$ cat src/rtl/sst_pkg.sv
package sst_pkg;
    typedef enum logic [1:0] {
        ST_IDLE  = 2'd0,
        ST_SHIFT = 2'd1,
        ST_TAIL  = 2'd2
    } sst_state_e;
endpackage

$ cat src/rtl/sst_mclk.sv
module sst_mclk #(
    parameter int DIV_W = 8
) (
    input  logic             clk,
    input  logic             rst_n,
    input  logic             kick,
    input  logic             run,
    input  logic             fall_en,
    input  logic [DIV_W-1:0] half_period,
    output logic             sclk,
    output logic             rise_stb,
    output logic             fall_due
);
    logic [DIV_W-1:0] cnt_q;
    logic             tick;

    assign tick     = (cnt_q == half_period - 1'b1);
    assign rise_stb = run && tick && !sclk;
    assign fall_due = run && tick && sclk;

    always_ff @(posedge clk or negedge rst_n) begin
        if (!rst_n) begin
            sclk  <= 1'b1;
            cnt_q <= '0;
        end else if (kick) begin
            sclk  <= 1'b0;
            cnt_q <= '0;
        end else if (!run) begin
            sclk  <= 1'b1;
            cnt_q <= '0;
        end else if (tick) begin
            cnt_q <= '0;
            if (!sclk)
                sclk <= 1'b1;
            else if (fall_en)
                sclk <= 1'b0;
        end else begin
            cnt_q <= cnt_q + 1'b1;
        end
    end

    // a high phase ends low only when the controller lets it
    p_fall_gated_r6: assert property (@(posedge clk) disable iff (!rst_n)
        (fall_due && !fall_en && !kick) |=> sclk);
endmodule

$ cat src/rtl/sst_sync.sv
module sst_sync #(
    parameter int STAGES = 2
) (
    input  logic clk,
    input  logic rst_n,
    input  logic sclk_in,
    output logic fall_stb,
    output logic rise_stb
);
    logic [STAGES:0] chain_q;

    always_ff @(posedge clk or negedge rst_n) begin
        if (!rst_n)
            chain_q <= '1;
        else
            chain_q <= {chain_q[STAGES-1:0], sclk_in};
    end

    assign fall_stb = chain_q[STAGES] && !chain_q[STAGES-1];
    assign rise_stb = !chain_q[STAGES] && chain_q[STAGES-1];

    // an edge is reported for a single cycle only
    p_fall_single_r11: assert property (@(posedge clk) disable iff (!rst_n)
        fall_stb |=> !fall_stb);
endmodule

$ cat src/rtl/sst_holdreg.sv
module sst_holdreg #(
    parameter int DATA_W = 8
) (
    input  logic              clk,
    input  logic              rst_n,
    input  logic              wr_en,
    input  logic [DATA_W-1:0] wr_data,
    input  logic              take,
    output logic [DATA_W-1:0] data,
    output logic              full
);
    always_ff @(posedge clk or negedge rst_n) begin
        if (!rst_n) begin
            data <= '0;
            full <= 1'b0;
        end else if (wr_en) begin
            data <= wr_data;
            full <= 1'b1;
        end else if (take) begin
            full <= 1'b0;
        end
    end

    // a write always leaves the register full
    p_write_fills_r2: assert property (@(posedge clk) disable iff (!rst_n)
        wr_en |=> full);
endmodule

$ cat src/rtl/sst_shifter.sv
module sst_shifter #(
    parameter int DATA_W = 8
) (
    input  logic              clk,
    input  logic              rst_n,
    input  logic              load,
    input  logic              shift,
    input  logic [DATA_W-1:0] din,
    output logic              sout,
    output logic              last
);
    localparam int IW = $clog2(DATA_W);

    logic [DATA_W-1:0] sreg_q;
    logic [IW-1:0]     idx_q;

    always_ff @(posedge clk or negedge rst_n) begin
        if (!rst_n) begin
            sreg_q <= '0;
            idx_q  <= '0;
            sout   <= 1'b1;
        end else if (load) begin
            sreg_q <= din;
            idx_q  <= '0;
            sout   <= din[0];
        end else if (shift) begin
            sreg_q <= {1'b0, sreg_q[DATA_W-1:1]};
            idx_q  <= idx_q + 1'b1;
            sout   <= sreg_q[1];
        end
    end

    assign last = (idx_q == IW'(DATA_W - 1));

    // no shift is requested past the final bit
    p_no_overshift_r5: assert property (@(posedge clk) disable iff (!rst_n)
        (shift && !load) |-> !last);
endmodule

$ cat src/rtl/sync_ser_tx.sv
module sync_ser_tx
    import sst_pkg::*;
#(
    parameter int DATA_W      = 8,
    parameter int DIV_W       = 8,
    parameter int SYNC_STAGES = 2
) (
    input  logic              clk,
    input  logic              rst_n,
    input  logic              slave_mode,
    input  logic [DIV_W-1:0]  half_period,
    input  logic              wr_en,
    input  logic [DATA_W-1:0] wr_data,
    input  logic              rdy_n_in,
    input  logic              sclk_in,
    output logic              sclk_out,
    output logic              rdy_n_out,
    output logic              sout,
    output logic              buf_empty,
    output logic              tx_busy,
    output logic              irq_empty
);
    sst_state_e        state_q, state_d;
    logic [DATA_W-1:0] hold_data;
    logic              buf_full;
    logic              load, shift, kick, fall_en, run;
    logic              m_rise, m_fall_due, s_fall, s_rise;
    logic              fall_ev, rise_ev, can_load, last;

    assign run      = !slave_mode && (state_q != ST_IDLE);
    assign fall_ev  = slave_mode ? s_fall : m_fall_due;
    assign rise_ev  = slave_mode ? s_rise : m_rise;
    assign can_load = buf_full && (slave_mode || !rdy_n_in);

    sst_holdreg #(.DATA_W(DATA_W)) u_hold (
        .clk(clk), .rst_n(rst_n), .wr_en(wr_en), .wr_data(wr_data),
        .take(load), .data(hold_data), .full(buf_full)
    );

    sst_shifter #(.DATA_W(DATA_W)) u_shift (
        .clk(clk), .rst_n(rst_n), .load(load), .shift(shift),
        .din(hold_data), .sout(sout), .last(last)
    );

    sst_mclk #(.DIV_W(DIV_W)) u_mclk (
        .clk(clk), .rst_n(rst_n), .kick(kick), .run(run), .fall_en(fall_en),
        .half_period(half_period), .sclk(sclk_out),
        .rise_stb(m_rise), .fall_due(m_fall_due)
    );

    sst_sync #(.STAGES(SYNC_STAGES)) u_sync (
        .clk(clk), .rst_n(rst_n), .sclk_in(sclk_in),
        .fall_stb(s_fall), .rise_stb(s_rise)
    );

    // state register
    always_ff @(posedge clk or negedge rst_n) begin
        if (!rst_n)
            state_q <= ST_IDLE;
        else
            state_q <= state_d;
    end

    // transitions: start, step, finish, drop, chain, stop
    always_comb begin
        state_d = state_q;
        load    = 1'b0;
        shift   = 1'b0;
        kick    = 1'b0;
        fall_en = 1'b0;
        unique case (state_q)
            ST_IDLE: begin
                if (slave_mode) begin
                    if (s_fall && can_load) begin
                        load    = 1'b1;
                        state_d = ST_SHIFT;
                    end
                end else if (can_load) begin
                    kick    = 1'b1;
                    load    = 1'b1;
                    state_d = ST_SHIFT;
                end
            end
            ST_SHIFT: begin
                if (fall_ev && !last) begin
                    shift   = 1'b1;
                    fall_en = 1'b1;
                end
                if (rise_ev && last)
                    state_d = (slave_mode && !buf_full) ? ST_IDLE : ST_TAIL;
            end
            ST_TAIL: begin
                if (fall_ev) begin
                    if (can_load) begin
                        load    = 1'b1;
                        fall_en = 1'b1;
                        state_d = ST_SHIFT;
                    end else begin
                        state_d = ST_IDLE;
                    end
                end
            end
            default: state_d = ST_IDLE;
        endcase
    end

    // interrupt pulse register
    always_ff @(posedge clk or negedge rst_n) begin
        if (!rst_n)
            irq_empty <= 1'b0;
        else
            irq_empty <= load;
    end

    // outputs
    always_comb begin
        tx_busy   = (state_q != ST_IDLE);
        buf_empty = !buf_full;
        rdy_n_out = !(slave_mode && (buf_full || state_q != ST_IDLE));
    end

    // the request pulse lasts one cycle
    p_irq_single_r4: assert property (@(posedge clk) disable iff (!rst_n)
        irq_empty |=> !irq_empty);

    // the pulse coincides with an empty register unless a write raced it
    p_irq_empties_r4: assert property (@(posedge clk) disable iff (!rst_n)
        irq_empty |-> (buf_empty || $past(wr_en)));

    // master clock rests high when idle
    p_idle_clk_high_r6: assert property (@(posedge clk) disable iff (!rst_n)
        (!slave_mode && !tx_busy) |-> sclk_out);

    // no start while the peer is not ready
    p_hold_for_ready_r3: assert property (@(posedge clk) disable iff (!rst_n)
        (!slave_mode && !tx_busy && rdy_n_in) |=> (slave_mode || !tx_busy));

    // data steady during a master high phase
    p_sout_steady_r5: assert property (@(posedge clk) disable iff (!rst_n)
        (!slave_mode && sclk_out && $past(sclk_out)) |-> $stable(sout));
endmodule

$ cat config.mk
export PLATFORM = sky130hd
export DESIGN_NAME = sync_ser_tx
export DESIGN_NICKNAME = d
export VERILOG_FILES = /design/src/rtl/sst_pkg.sv /design/src/rtl/sst_mclk.sv /design/src/rtl/sst_sync.sv /design/src/rtl/sst_holdreg.sv /design/src/rtl/sst_shifter.sv /design/src/rtl/sync_ser_tx.sv
export SDC_FILE = /design/constraint.sdc
export NUM_CORES = 1
export LEC_CHECK = 0
export ABC_AREA = 1
export BUFFER_PORTS_ARGS = -buffer_cell sky130_fd_sc_hd__buf_2
export CORE_ASPECT_RATIO = 0.8
export CORE_MARGIN = 4
export CORE_UTILIZATION = 45
export CTS_CLUSTER_DIAMETER = 50
export DETAILED_ROUTE_END_ITERATION = 10
export PLACE_DENSITY = 0.67
export SKIP_CTS_REPAIR_TIMING = 1
export SLEW_MARGIN = 20
export SYNTH_ARGS = -nofsm -noshare
export SYNTH_HDL_FRONTEND = slang
export SYNTH_SLANG_ARGS = --single-unit
export TNS_END_PERCENT = 50
$ cat constraint.sdc
create_clock -name clk -period 1.7 [get_ports clk]
set_input_delay 0.17 -clock clk [delete_from_list [all_inputs] [get_ports clk]]
set_output_delay 0.17 -clock clk [all_outputs]
set_load 0.03 [all_outputs]
# Yosys cells after proc, flatten, opt, wreduce, memory -nomap -nowiden
# Index checks and enable logic that the tools add are counted.
[classes]
div = 0
shifts = 0
n_addsub = 3
bitwise = 0
muxes = 36
n_lt_le_gt_ge = 0
n_eq_ne = 9
reduce_logical = 27
mul = 0
[op_table]
columns = ["operator", "count"]
rows = [
  ["8-bit 2-to-1 mux", 5],
  ["1-bit 2-to-1 mux", 20],
  ["1-bit logical AND", 12],
  ["2-bit 2-to-1 mux", 6],
  ["3-bit != test (second input constant)", 3],
  ["8-bit by 1-bit adder with 8-bit output (second input constant)", 1],
  ["8-bit equality test", 1],
  ["1-bit logical NOT", 8],
  ["8-bit by 1-bit subtractor with 8-bit output (second input constant)", 1],
  ["3-bit 2-to-1 mux", 2],
  ["2-bit one-hot mux with 3 select lines", 1],
  ["2-bit nonzero test", 3],
  ["2-bit != test (second input constant)", 2],
  ["1-bit one-hot mux with 2 select lines", 2],
  ["4-bit AND reduction", 1],
  ["3-bit by 1-bit adder with 3-bit output (second input constant)", 1],
  ["3-bit equality test (second input constant)", 1],
  ["2-bit by 1-bit equality test with 1-bit output (second input constant)", 1],
  ["2-bit equality test (second input constant)", 1],
  ["2-bit logical NOT", 1],
  ["1-bit logical OR", 2],
]
[word_totals]
mem_bits_rw = 0
ff_bits = 36
input_bits = 22
n_memories = 0
latch_bits = 0
romBits = 0

# Depth between registers and ports, before layout
[logic_depth]
word_depth = 13
depth_mapped = 16

# Hierarchy
# Synthesis repeated with hierarchy kept, for this count alone.
[hier_totals]
cells_unflattened = 265
hier_area_um2 = 2011.9
[by_module_without_submodules]
columns = ["module", "area_per_inst_um2", "cells_per_inst", "instances", "seq_area_each_um2"]
rows = [
  ["sst_mclk", 748.2, 112, 1, 226.5],
  ["sst_shifter", 509.2, 58, 1, 276.5],
  ["sst_holdreg", 341.6, 38, 1, 225.2],
  ["sync_ser_tx", 319.1, 50, 1, 75.1],
  ["sst_sync", 93.8, 7, 1, 78.8],
]

# Worst setup path after synthesis
# OpenSTA, ideal clock, no wires.
[synth_timing]
kind = "input-to-reg"
from = "input port half_period[0]"
to = "register u_shift.sreg_q[2]"
t_arrival_ps = 1662
t_required_ps = 1584
stages = 16
path_slack_ps = -79
cell_sequence = "inv_1 -> ha_1 -> inv_1 -> nand2_1 -> nand3_1 -> nand2_1 -> nand4_1 -> nor2_2 -> nand4_1 -> nand2_2 -> nand3_4 -> nand2_4 -> buf_6 -> nand2_1 -> nand2_1 -> nand2_1"
[synth_via]
word_cells_on_any_way = 12
cone_classes = "add/sub: 1; eq/ne: 1; mux: 6; reduce/logical: 4"
[synth_rtl]
columns = ["item", "line_no", "text"]
rows = [
  ["from (decl)", "sync_ser_tx.sv:11", "input logic [DIV_W-1:0] half_period,"],
  ["8-bit by 1-bit subtractor with 8-bit output (*)", "sst_mclk.sv:17", "assign tick = (cnt_q == half_period - 1'b1);"],
  ["8-bit equality test (*)", "sst_mclk.sv:17", ""],
  ["1-bit logical AND (*) (2 in a row)", "sst_mclk.sv:19", "assign fall_due = run && tick && sclk;"],
  ["1-bit 2-to-1 mux (*)", "sync_ser_tx.sv:31", "assign fall_ev = slave_mode ? s_fall : m_fall_due;"],
  ["1-bit 2-to-1 mux (*)", "sync_ser_tx.sv:93", "if (fall_ev) begin"],
  ["1-bit one-hot mux with 2 select lines (*)", "sync_ser_tx.sv:71", "unique case (state_q)"],
  ["named net load", "sync_ser_tx.sv:26", "logic load, shift, kick, fall_en, run;"],
  ["8-bit 2-to-1 mux / 2-bit nonzero test (equally long branches)", "n/a", ""],
  ["to (signal assigned)", "sst_shifter.sv:23", "sreg_q <= din;"],
  ["to (signal assigned)", "sst_shifter.sv:27", "sreg_q <= {1'b0, sreg_q[DATA_W-1:1]};"],
  ["to (decl)", "sst_shifter.sv:14", "logic [DATA_W-1:0] sreg_q;"],
]
# The timed path passes the listed nets; every way through them passes the cells marked *.
# A chain may end at the register's enable or synchronous reset.

# Worst setup path after layout
[layout_timing]
from = "register u_mclk.cnt_q[1]"
to = "register u_shift.sreg_q[1]"
[layout_via]
elab_chain_len = 8
word_cells_on_any_way = 11
cone_classes = "eq/ne: 1; mux: 6; reduce/logical: 4"
[layout_lines]
columns = ["item", "line_no", "text"]
rows = [
  ["from (decl)", "sst_mclk.sv:14", "logic [DIV_W-1:0] cnt_q;"],
  ["from (signal assigned)", "sst_mclk.sv:38", "cnt_q <= cnt_q + 1'b1;"],
  ["8-bit equality test (*)", "sst_mclk.sv:17", ""],
  ["1-bit logical AND (*) (2 in a row)", "sst_mclk.sv:19", ""],
  ["1-bit 2-to-1 mux (*)", "sync_ser_tx.sv:31", ""],
  ["1-bit logical AND", "sync_ser_tx.sv:85", "if (fall_ev && !last) begin"],
  ["1-bit 2-to-1 mux", "sync_ser_tx.sv:85", ""],
  ["1-bit 2-to-1 mux", "sync_ser_tx.sv:71", ""],
  ["2-bit nonzero test (no source line)", "n/a", ""],
]
# Mark *: on every way between the ends. The rest lies on a longest branch, timed or not.

==> results <==
- The flow ran to the end, but the final reports show violations.
- The checks that failed: negative hold slack, negative setup slack.
- The worst setup path is captured at a flop.
- The launch point of the critical path is u_mclk.cnt_q[1]$_DFF_PN0_.
- For this run the aggregate overflow at the end of global routing stands at 0.
- The number of synthesized register bits is 35.
- The initial antenna violation count is 0.
- The floorplan has 21 rows.
- The H-tree depth is 2.
- The relative area change from synthesis to final layout is 30.5%.
- The total count of max-transition violations in the final report is 0.
- Of the total power, the share spent switching nets is 0.393.
- The signal arrival time at the worst endpoint is 1930 ps.
- The setup slack of the most critical reg-to-reg path is -50 ps.
- The floorplan die area is 5740 um^2.
- The wire-length estimate of the detail-placed layout is 3300 um.
- In this run the tightest slew margin relative to its limit is 0.496.
- The total negative slack is -500 ps.
- The number of diodes is 0.
- No sink is reached through more buffers than the 2 on the longest clock path.
- The overall via count from detail_route is 1902.
- The number of global-route vias before repair came to 1741.
- Traced cell by cell, the critical path runs through nand2_1 > nand2_1 > nor2_1 > nand4_1 > nor2_2 > nand4_1 > nand2_2 > nand3_4 > nand2_8 > nand2_1 > nand2_1 > nand2_1.
- The worst stage delay on the critical path is 410 ps.
- The core area is 4310 um^2.
- The highest-delay cell along the critical path is dfrtp_1.
- The startpoint of the worst register-to-register path is u_mclk.cnt_q[1]$_DFF_PN0_.
- A synthesized cell averages 7.50 um^2.
- From left edge to right edge, the die measures 83.7 um.
- The TritonCTS clock tree is done.
- The overall power is 3.25 mW.
- The upper clock frequency limit is 571 MHz.
- Dividing total power by cell area gives a power density of 1210 nW/um^2.
- The pin count of the biggest net entering global routing is 36.
- The startpoint type of the worst setup path is a flop.
- After layout, the minimum clock period comes to 1750 ps.
- The net count after synthesis is 305.
- For this configuration, the core starts out at a cell density of 0.479.
- The clock drives 35 sinks.
- In this run the critical register-to-register path is captured at u_shift.sreg_q[1]$_DFFE_PN0P_.
- 28 I/O pins were placed.
- The worst voltage drop across the vdd grid is 0.000699 V.
- The buffers plus inverters on the worst setup path is 0.
- Setup violations remaining at the end of the flow were counted as 13.
- The number of different library cells in the post-synthesis netlist is 29.
- Between clock sinks in the finished design, the worst skew comes to 4.16 ps.
- The remaining antenna violation count is 0.
- For this run, design rule violations remaining after detail routing come to 0.
- The die is 68.6 um tall.
- The worst-path maximum fanout is 6.
- For this run, the post-layout net count is 367.
- The post-CTS clock slew at the launch and capture registers of the worst setup and hold paths is 70 ps.
- The kind of cell adding the most delay to the critical path is simple AND/OR/NAND/NOR gates.
- The global-route usage over all layers is 0.166.
- Summing all placed instances gives a cell area of 2480 um^2.
- The clock latency at the later pin of the worst-skew pair is 280 ps.
- The capture point of the worst path is u_shift.sreg_q[1]$_DFFE_PN0P_.
- The fraction of the cycle the final worst path needs is 1.03.
- The share of total power dissipated in the clock network is 0.194.
- Across all hold checks on the routed design, the worst slack comes to -51.4 ps.
- The clock buffer count from CTS is 5.
- STA puts the critical path data required time at 1880 ps.
- The fraction of layout instances using a drive strength above 1 is 0.290.
- The global-route wire length before repair is 7620 um.
- The tree is rooted in a clkbuf_8.
- Max-cap violations in this run came to 0.
- The total wire length after detailed routing is 4550 um.
- The tightest min-delay check is of the in -> async type.
- The most used cell along the critical path is nand2_1.
- The combinational fraction of design power is 0.443.
- In this run the power spent charging and discharging nets is 1.28 mW.
- In the post-route analysis, the smallest setup slack over all paths is -52.6 ps.
- The final non-filler cell area is 2690 um^2.
- The sequential cell area fraction in the yosys report is 0.428.
- The via density per instance is 4.82.
- Routability-driven placement finished with a final weighted congestion of 0.832.
- The leakage power is 1.42 nW.
- The detailed router finished its first iteration with 124 violations.
- At the pin with the least slew margin, the transition time is 756 ps.
- Yosys printed 0 warnings.
- The total of buffers placed on input and output ports is 27.
- The number of cell instances on the worst register-to-register path is 12.
- The synthesized area is 2060 um^2.
- The total count of hold-check failures in the final report was 30.
- After technology mapping, the gate count stands at 275.
- Setup repair after global routing could not meet its margin everywhere.
- The internal portion of the total power is 1.97 mW.
- The number of iterations in the first detailed-routing pass is 5.
- The logic depth of the worst path, buffers included is 12.
- The share of total power dissipated in sequential elements is 0.363.
- The kind of critical path is reg -> reg.
- In the final routed layout, each cell accounts on average for 11.5 um.
-- how the worst min path moves through the flow --
stage	slack, ps	depth (start not counted)	to
6_report	-50	1	u_mclk.cnt_q[6]$_DFF_PN0_
5_1_grt	10	1	u_hold.data[1]$_DFFE_PN0P_
2_1_floorplan	-130	0	irq_empty$_DFF_PN0_
3_5_place_dp	280	1	u_sync.chain_q[0]$_DFF_PN1_
4_1_cts	-30	1	u_mclk.cnt_q[6]$_DFF_PN0_
3_3_place_gp	280	1	u_mclk.cnt_q[7]$_DFF_PN0_
-- registers in the layout, indices dropped and copies added, names as in the netlist --
| register | flops |
|---|---|
| u_hold.data | 8 |
| u_mclk.cnt_q | 8 |
| u_shift.sreg_q | 7 |
| u_shift.idx_q | 3 |
| u_sync.chain_q | 3 |
| state_q | 2 |
| irq_empty | 1 |
| u_hold.full | 1 |
| u_mclk.sclk | 1 |
| u_shift.sout | 1 |
-- worst register-to-register path: stages (launching register included) --
cell,delay (ps)
dfrtp_1,410
nand2_1,70
nand2_1,50
nor2_1,120
nand4_1,140
nor2_2,150
nand4_1,100
nand2_2,130
nand3_4,140
nand2_8,150
nand2_1,70
nand2_1,70
nand2_1,50
-- cell usage after synthesis, drive strengths merged --
cell type / count / area share
nand4: 15 / 0.045
a31oi: 1 / 0.0030
nor2: 28 / 0.058
a21oi: 4 / 0.0097
nor3: 3 / 0.0073
mux2: 1 / 0.0055
nand3: 30 / 0.079
dfstp: 5 / 0.064
xnor2: 3 / 0.013
xor2: 5 / 0.021
buf: 3 / 0.012
clkbuf: 2 / 0.0036
o21ai: 10 / 0.024
inv: 36 / 0.065
nand2: 88 / 0.17
dfrtp: 30 / 0.36
o21bai: 1 / 0.0036
a211oi: 1 / 0.0036
ha: 8 / 0.049
a21boi: 1 / 0.0036
-- cells by family (layout without fill, tap and decap cells) --
family          after synthesis  in the layout  synth area share
simple gates                164            165             0.356
buf+inv                      41            103            0.0807
flops                        35             35             0.428
compound gates               18             18            0.0479
fa+ha+maj                     8              8            0.0485
xor+xnor                      8              8            0.0340
mux                           1              1           0.00546
-- final cells by class --
type / count / area [um^2]
Clock buffer: 6 / 82.6
Clock inverter: 2 / 16.3
Fill cell: 415 / 1620
Inverter: 36 / 140
Multi-Input combinational cell: 200 / 1100
Sequential cell: 35 / 882
Tap cell: 57 / 71.3
Timing Repair Buffer: 59 / 395
-- power by group through the flow --
| stage | logic (mW) | registers [mW] | clock network [mW] |
|---|---|---|---|
| after floorplan | 0.778 | 1.23 | 0 |
| after global placement | 1.28 | 1.18 | 0 |
| after detailed placement | 1.30 | 1.19 | 0 |
| after CTS | 1.31 | 1.17 | 0.651 |
| after global routing | 1.62 | 1.20 | 0.695 |
| final | 1.44 | 1.18 | 0.632 |
-- through the flow --
step | utilization | hold slack (ps) | std cells | worst slack (ps)
after floorplan | - | -126 | 275 | -51.3
after global placement | 0.575 | 280 | 384 | -140
after detailed placement | 0.575 | 277 | 384 | -207
after CTS | 0.598 | -29.5 | 392 | -88.2
after global routing | 0.625 | 9.67 | 395 | -211
final | 0.625 | -51.4 | 395 | -52.6
-- per-layer routing --
metal  global-route usage  vias to the layer above  share of wire
met1                0.231                      836           0.48
met2                0.259                       54           0.45
met3               0.0392                        6          0.058
met4               0.0542                        0          0.011
li1                     -                     1006              -
met5                    0                        -              0
-- layout by cell type, fill, tap and decap left out, types with 2 or more instances in the layout --
cell type and n:
buf_6 4, nand3_1 24, nand2_2 6, nand4_1 15
buf_4 28, o21ai_0 8, nor3_1 3, inv_2 3
dfrtp_1 30, ha_1 7, nand3_2 5, a21oi_1 4
nor2_2 3, xor2_1 5, nor2_1 24, buf_2 26
o21ai_1 2, clkbuf_8 6, inv_1 32, nand2_1 80
dfstp_2 5, xnor2_2 2, nand2_4 2
No activity file was read; power rests on OpenSTA's default activity.
